$ cat config.mk
export PLATFORM = sky130hd
export DESIGN_NAME = power_sign_irq
export DESIGN_NICKNAME = d
export VERILOG_FILES = /design/src/rtl/psd_pkg.sv /design/src/rtl/psd_sign_tracker.sv /design/src/rtl/psd_dir_select.sv /design/src/rtl/psd_sticky_flag.sv /design/src/rtl/power_sign_irq.sv
export SDC_FILE = /design/constraint.sdc
export NUM_CORES = 1
export LEC_CHECK = 0
export BUFFER_PORTS_ARGS = -buffer_cell sky130_fd_sc_hd__buf_2
export CORE_AREA = 2 2 39 41
export DETAILED_ROUTE_END_ITERATION = 6
export DIE_AREA = 0 0 41 43
export MAX_ROUTING_LAYER = met4
export SLEW_MARGIN = 30
export SYNTH_ARGS = -nofsm -noshare
export SYNTH_HDL_FRONTEND = slang
export SYNTH_SLANG_ARGS = --single-unit
$ cat constraint.sdc
create_clock -name clk -period 0.8 [get_ports clk]
set_clock_uncertainty 0.05 [all_clocks]
set_input_delay 0.04 -clock clk [delete_from_list [all_inputs] [get_ports clk]]
set_output_delay 0.04 -clock clk [all_outputs]
set_load 0.05 [all_outputs]
$ cat src/rtl/psd_pkg.sv
package psd_pkg;
  typedef enum logic {
    DIR_FALL = 1'b0,
    DIR_RISE = 1'b1
  } psd_dir_e;
endpackage

$ cat src/rtl/psd_sign_tracker.sv
module psd_sign_tracker #(
  parameter int SMP_W = 24
) (
  input  logic             clk,
  input  logic             rst_n,
  input  logic             take,
  input  logic [SMP_W-1:0] sample,
  output logic             ev_fall,
  output logic             ev_rise
);
  logic cur_neg;
  logic prev_neg;
  logic primed;

  assign cur_neg = $signed(sample) < 0;

  always_ff @(posedge clk or negedge rst_n) begin
    if (!rst_n) begin
      prev_neg <= 1'b0;
      primed   <= 1'b0;
    end else if (take) begin
      prev_neg <= cur_neg;
      primed   <= 1'b1;
    end
  end

  assign ev_fall = take & primed & ~prev_neg & cur_neg;
  assign ev_rise = take & primed & prev_neg & ~cur_neg;
endmodule

$ cat src/rtl/psd_dir_select.sv
module psd_dir_select
  import psd_pkg::*;
(
  input  psd_dir_e dir,
  input  logic     ev_fall,
  input  logic     ev_rise,
  output logic     hit
);
  always_comb begin
    unique case (dir)
      DIR_FALL: hit = ev_fall;
      DIR_RISE: hit = ev_rise;
      default:  hit = 1'b0;
    endcase
  end
endmodule

$ cat src/rtl/psd_sticky_flag.sv
module psd_sticky_flag (
  input  logic clk,
  input  logic rst_n,
  input  logic set,
  input  logic clr,
  output logic flag
);
  always_ff @(posedge clk or negedge rst_n) begin
    if (!rst_n) flag <= 1'b0;
    else        flag <= set | (flag & ~clr);
  end
endmodule

$ cat src/rtl/power_sign_irq.sv
module power_sign_irq
  import psd_pkg::*;
#(
  parameter int SMP_W = 24
) (
  input  logic             clk,
  input  logic             rst_n,
  input  logic [SMP_W-1:0] smp_data,
  input  logic             smp_valid,
  output logic             smp_ready,
  input  logic             dir_mode,
  input  logic             irq_en,
  input  logic             flag_clr,
  output logic             stat_flag,
  output logic             irq
);
  logic take;
  logic ev_fall;
  logic ev_rise;
  logic hit;

  assign smp_ready = rst_n;
  assign take      = smp_valid & smp_ready;

  psd_sign_tracker #(.SMP_W(SMP_W)) u_track (
    .clk     (clk),
    .rst_n   (rst_n),
    .take    (take),
    .sample  (smp_data),
    .ev_fall (ev_fall),
    .ev_rise (ev_rise)
  );

  psd_dir_select u_sel (
    .dir     (psd_dir_e'(dir_mode)),
    .ev_fall (ev_fall),
    .ev_rise (ev_rise),
    .hit     (hit)
  );

  psd_sticky_flag u_flag (
    .clk   (clk),
    .rst_n (rst_n),
    .set   (hit),
    .clr   (flag_clr),
    .flag  (stat_flag)
  );

  assign irq = stat_flag & irq_en;
endmodule

==> summary.md, run 1 <==
| Metric | Value |
|---|---|
| Run status | finished with violations |
| Violated checks | setup timing |
| Filler cell count in the final layout | 162 |
| Fmax achieved | 0.9978 GHz |
| Synth warnings | 0 |
| Total core area | 1384 um2 |
| Actual slew at the worst max-slew pin | 0.2498 ns |
| Slew Limit Fails | 0 |
| Root Buffer | clkbuf_4 |
| Nets | 60 |
| # IOs | 33 |
| P_leak | 0.1292 nW |
| CP endpoint kind | output pin |
| Distinct cell type count after synthesis | 12 |
| Drt wl/cell | 7.511 um |
| Max cap viols | 0 |
| Grt total ovfl | 0 |
| CTS tree | built |
| Layout cell share with drive strength beyond 1 | 0.5862 |
| Rel. slew slack | 0.8346 |
| Die W | 41 um |
| Cell area after layout | 279.0 um2 |
| CP Launch Type | register |
| Clock Sink Count | 3 |
| Cell count after synthesis | 14 |
| Clk_lat worst skew | 0.23 ns |
| Die height | 43 um |
| TritonCTS Buffers | 3 |
| Power per cell area | 1976 nW/um2 |
| Seq/Total Area, Yosys | 0.4878 |
| Area leader, netlist | dfrtp_1 |
| Clock slew at reported path FFs | 0.04 ns |
| PortBufs | 9 |
| Gpl congestion | 0.5247 |
| Max Fanout on Critical Path | 3 |
| Number of routed nets with antenna violations | 0 |
| Cell Area, Placed | 222.7 um2 |
| Vias | 143 |
| Worst path required time | 0.71 ns |
| Final wirelength | 338 um |
| CP Class | reg -> out |
| DRT iter0 DRCs | 4 |
| Global-route wire length before repair | 455 um |
| Post-route DRC violation count | 0 |
| Fin. Hold Viols | 0 |
| Minimum clock period | 1.002 ns |
| Endpoints failing setup | 4 |
| Area contributors post-synth | dfrtp_1 (49%), mux2_4 (9.8%), nor3b_2 (8.1%), buf_4 (4.9%), or2b_1 (4.9%) |
| HPWL Detailed | 255.2 um |
| Post-synthesis sequential element count | 3 |
| Hold crit path type | in -> reg |
| Hold Crit Depth | 2 |
| RSZ-0062 raised after global routing | true |
| Synth-to-Final Area Change | 81.30% |
| Post-CTS Setup Bufs | 0 |
| DR pass1 iterations | 2 |
| Ant diodes | 0 |
| Netlist Area Pre-Place | 153.9 um2 |
| Largest net degree at the start of global routing | 4 |
| Share of the synthesized area in the top cell type | 0.4878 |
| Starting Density | 0.1112 |
| Final worst-path cycle share | 1.253 |
| Syn avg cell area | 10.99 um2 |
| GRT Total Usage | 0.05149 |
| Syn_nets | 44 |
| Power Total | 551.3 uW |
| H-Tree Level Count | 1 |
| Row cnt | 14 |
| Setup slack at placement | -0.08375 ns |
| Final worst slack | -0.2022 ns |
| Max VDD drop | 0.0003024 V |
| Vias in the first global route | 119 |
| Worst hold slack after final layout | 0.02189 ns |
| Initial antenna violation count | 0 |
| Vias/cell | 3.178 |
| Clock Path Buffers | 2 |
| Worst Reg-to-Reg Cells | 3 |
| Arrival @ worst endpoint | 0.91 ns |
| Die area | 1763 um2 |
## state kept, by name, summed over array words and instances (netlist names)
name              count
u_flag.flag           1
u_track.prev_neg      1
u_track.primed        1
## routing by layer
layer,track usage,wire length [um]
met3,0.03141,38
met2,0.03750,138
met4,0.1000,8
met5,-,0
met1,0.05484,153
## cell families (layout without fill, tap and decap cells)
kind of cell / after synthesis / after routing / share of synthesized area
AO/OA/AOI/OAI: 2 / 2 / 0.07317
buffers and inverters: 2 / 17 / 0.07317
flip-flops: 3 / 3 / 0.4878
multiplexers: 1 / 1 / 0.09753
AND/OR/NAND/NOR: 6 / 6 / 0.2683
## cell type report
type                    count  area (um2)  area share
clock buffers               4       26.28     0.09417
inverters                   1       3.754     0.01345
multi-input cells           9       70.07      0.2511
flip-flops and latches      3       76.32      0.2735
well taps                  16       20.02     0.07175
repair buffers             12       82.58      0.2960
## cell usage in the layout, fill, tap and decap left out, types with 2 or more instances in the layout
cell,synthesis,routed
buf_2,0,8
clkbuf_4,0,3
dfrtp_1,3,2
dlygate4sd3_1,0,2
## repair_timing
action                                  4_1_cts  5_1_grt
endpoints found under the hold margin         4        0
resized for setup                             3        0
endpoints found under the setup margin        4        4
hold buffers                                  2        0
pin swaps                                     3        0
## synth_stat cells
cell type	number
or2b_1	1
nor2b_1	1
buf_4	1
nand3_1	1
mux2_4	1
a21oi_1	1
inv_1	1
and2_1	1
nor3b_2	1
o22ai_1	1
dfrtp_1	3
nand2_1	1
## metrics by stage
stage          TNS [ns]  cells    util
6_report        -0.4102     45  0.2016
5_1_grt         -0.5976     45  0.2016
4_1_cts         -0.4494     45  0.2016
3_5_place_dp    -0.1307     39  0.1609
3_3_place_gp    -0.1054     39  0.1609
2_1_floorplan   -0.1117     14       -
## power breakdown
part           total [mW]  internal (mW)  switching, mW
combinational       0.112         0.0540         0.0582
clock               0.264          0.187         0.0771
sequential          0.175          0.165         0.0103
## final timing paths
check,slack (ns),from,to
max reg2reg,-0.05,u_track.prev_neg$_DFFE_PN0N_,u_flag.flag$_DFF_PN0_
min reg2reg,0.41,u_track.primed$_DFFE_PN0N_,u_track.primed$_DFFE_PN0N_
max in group asynchronous,0.32,rst_n,u_flag.flag$_DFF_PN0_
min,0.02,smp_data[23],u_track.prev_neg$_DFFE_PN0N_
min in group asynchronous,0.22,rst_n,u_track.primed$_DFFE_PN0N_
max,-0.20,u_flag.flag$_DFF_PN0_,irq
## worst max-delay path, stage by stage (launching register included)
cell and delay [ns]:
dfrtp_2 0.40, and2_4 0.14, buf_8 0.14
No activity file was read; power rests on OpenSTA's default activity.
==> run 2: changes to the inputs <==
--- a/config.mk
+++ b/config.mk
@@ -14,3 +14,4 @@
 export SYNTH_ARGS = -nofsm -noshare
 export SYNTH_HDL_FRONTEND = slang
 export SYNTH_SLANG_ARGS = --single-unit
+export TNS_END_PERCENT = 30
==> run 2 against run 1 <==
Effect of this change:
- the flow still finishes with violations (setup timing)
- first-iteration DRC count shrank 100%
- largest power group unchanged
- routed wire length grew 10%
- sequential share of layout area is the same
- flip-flop and latch count is the same
- cell count is the same
- critical path depth is the same
- power grew 2.7%
- critical endpoint unchanged
- die area is the same
- fmax shrank 0.44%
- sequential power is essentially flat
==> summary.md, run 2 (same netlist as run 1, synthesis figures left out) <==
| Metric | Value |
|---|---|
| Run status | finished with violations |
| Violated checks | setup timing |
| Gpl congestion | 0.6246 |
| Vias/cell | 3.511 |
| Arrival @ worst endpoint | 0.92 ns |
| Clk_lat worst skew | 0.24 ns |
| Fin. Hold Viols | 0 |
| Grt total ovfl | 0 |
| Max Fanout on Critical Path | 3 |
| Hold crit path type | in -> reg |
| Ant diodes | 0 |
| GRT Total Usage | 0.06591 |
| Max cap viols | 0 |
| Number of routed nets with antenna violations | 0 |
| Nets | 60 |
| Largest net degree at the start of global routing | 4 |
| Minimum clock period | 1.007 ns |
| PortBufs | 9 |
| Global-route wire length before repair | 558 um |
| DRT iter0 DRCs | 0 |
| Root Buffer | clkbuf_4 |
| Vias in the first global route | 150 |
| Layout cell share with drive strength beyond 1 | 0.5862 |
| Endpoints failing setup | 4 |
| Initial antenna violation count | 0 |
| Die area | 1763 um2 |
| Actual slew at the worst max-slew pin | 0.2496 ns |
| Final worst-path cycle share | 1.258 |
| Filler cell count in the final layout | 157 |
| Setup slack at placement | -0.08003 ns |
| Largest regs | u_flag.flag (1), u_track.prev_neg (1), u_track.primed (1) |
| Vias | 158 |
| Row cnt | 14 |
| Final Non-Filler Cells | 45 |
| Commonest non-fill, non-tap cell in the layout | buf_2 |
| Clock Power Share | 0.493 |
| Gate power share | 0.199 |
| Power per cell area | 2030 nW/um2 |
| Switching part of the total | 0.2819 |
| Fmax achieved | 0.9935 GHz |
| Starting Density | 0.1112 |
| DR pass1 iterations | 1 |
| Worst path required time | 0.71 ns |
| Final worst slack | -0.2066 ns |
| Final setup TNS | -0.4164 ns |
| CTS tree | built |
| Synth-to-Final Area Change | 81.30% |
| Max VDD drop | 0.0003022 V |
| Final wirelength | 372 um |
| Sw Pwr | 159.7 uW |
| Die height | 43 um |
| P_leak | 0.1294 nW |
| Total core area | 1384 um2 |
| CP Launch Type | register |
| RSZ-0062 raised after global routing | true |
| # IOs | 33 |
| Multi-input gate area | 70.07 um2 |
| CP Class | reg -> out |
| H-Tree Level Count | 1 |
| Clock slew at reported path FFs | 0.04 ns |
| Clock Sink Count | 3 |
| TritonCTS Buffers | 3 |
| Seq pwr share | 0.308 |
| Die W | 41 um |
| Slew Limit Fails | 0 |
| Cells after DPL | 39 |
| Post-route DRC violation count | 0 |
| CP endpoint kind | output pin |
| Rel. slew slack | 0.8348 |
| Drt wl/cell | 8.267 um |
| Seq. cell area | 76.32 um2 |
| Most frequent cells in the layout | buf_2 (8), clkbuf_4 (3), dlygate4sd3_1 (2), dfrtp_1 (2) |
| Int Power | 406.8 uW |
| Clock Path Buffers | 2 |
==> run 2: routing by layer <==
layer	vias to the layer above	track usage	share of wire
met5	-	-	0
met2	10	0.06563	0.39
met4	0	0.1000	0.065
li1	78	-	-
met3	5	0.07853	0.17
met1	65	0.04194	0.37
==> run 2: cell type report <==
| type | count | share of cell area |
|---|---|---|
| repair buffers | 12 | 0.2960 |
| flip-flops and latches | 3 | 0.2735 |
| well taps | 16 | 0.07175 |
| inverters | 1 | 0.01345 |
| clock buffers | 4 | 0.09417 |
| multi-input cells | 9 | 0.2511 |
==> run 2: worst max-delay path, stage by stage (launching register included) <==
cell and delay (ns):
dfrtp_2 0.40, and2_4 0.14, buf_8 0.14
==> run 2: through the flow <==
stage	hold WS (ns)	cell area, um2	util	total power [mW]
2_1_floorplan	-0.3056	157.7	-	0.2433
3_3_place_gp	-0.1060	222.7	0.1609	0.2756
3_5_place_dp	-0.1010	222.7	0.1609	0.2770
4_1_cts	0.0008958	279.0	0.2016	0.5821
5_1_grt	0.007705	279.0	0.2016	0.6022
6_report	0.006275	279.0	0.2016	0.5664
==> run 2: power by group through the flow <==
stage	sequential, mW	combinational, mW	clock, mW
3_3_place_gp	0.176	0.0994	0
2_1_floorplan	0.190	0.0535	0
4_1_cts	0.175	0.114	0.293
6_report	0.174	0.113	0.279
3_5_place_dp	0.177	0.0999	0
5_1_grt	0.176	0.123	0.303
==> run 2: worst paths after layout <==
kind	start	endpoint	slack, ns	cells past startpoint
worst max-delay path	u_flag.flag$_DFF_PN0_	irq	-0.21	2
worst min-delay path	smp_data[23]	u_track.prev_neg$_DFFE_PN0N_	0.006	2
worst max register to register	u_track.prev_neg$_DFFE_PN0N_	u_flag.flag$_DFF_PN0_	-0.05	3
worst min register to register	u_track.primed$_DFFE_PN0N_	u_track.primed$_DFFE_PN0N_	0.41	1
max in group asynchronous	rst_n	u_flag.flag$_DFF_PN0_	0.32	3
min in group asynchronous	rst_n	u_track.prev_neg$_DFFE_PN0N_	0.21	3
==> run 2: what timing repair did <==
action,in CTS,in global routing
hold buffers,2,0
cloned,0,0
endpoints found under the setup margin,4,4
pin swaps,3,0
endpoints found under the hold margin,4,0
setup buffers,0,0
resized for setup,3,0
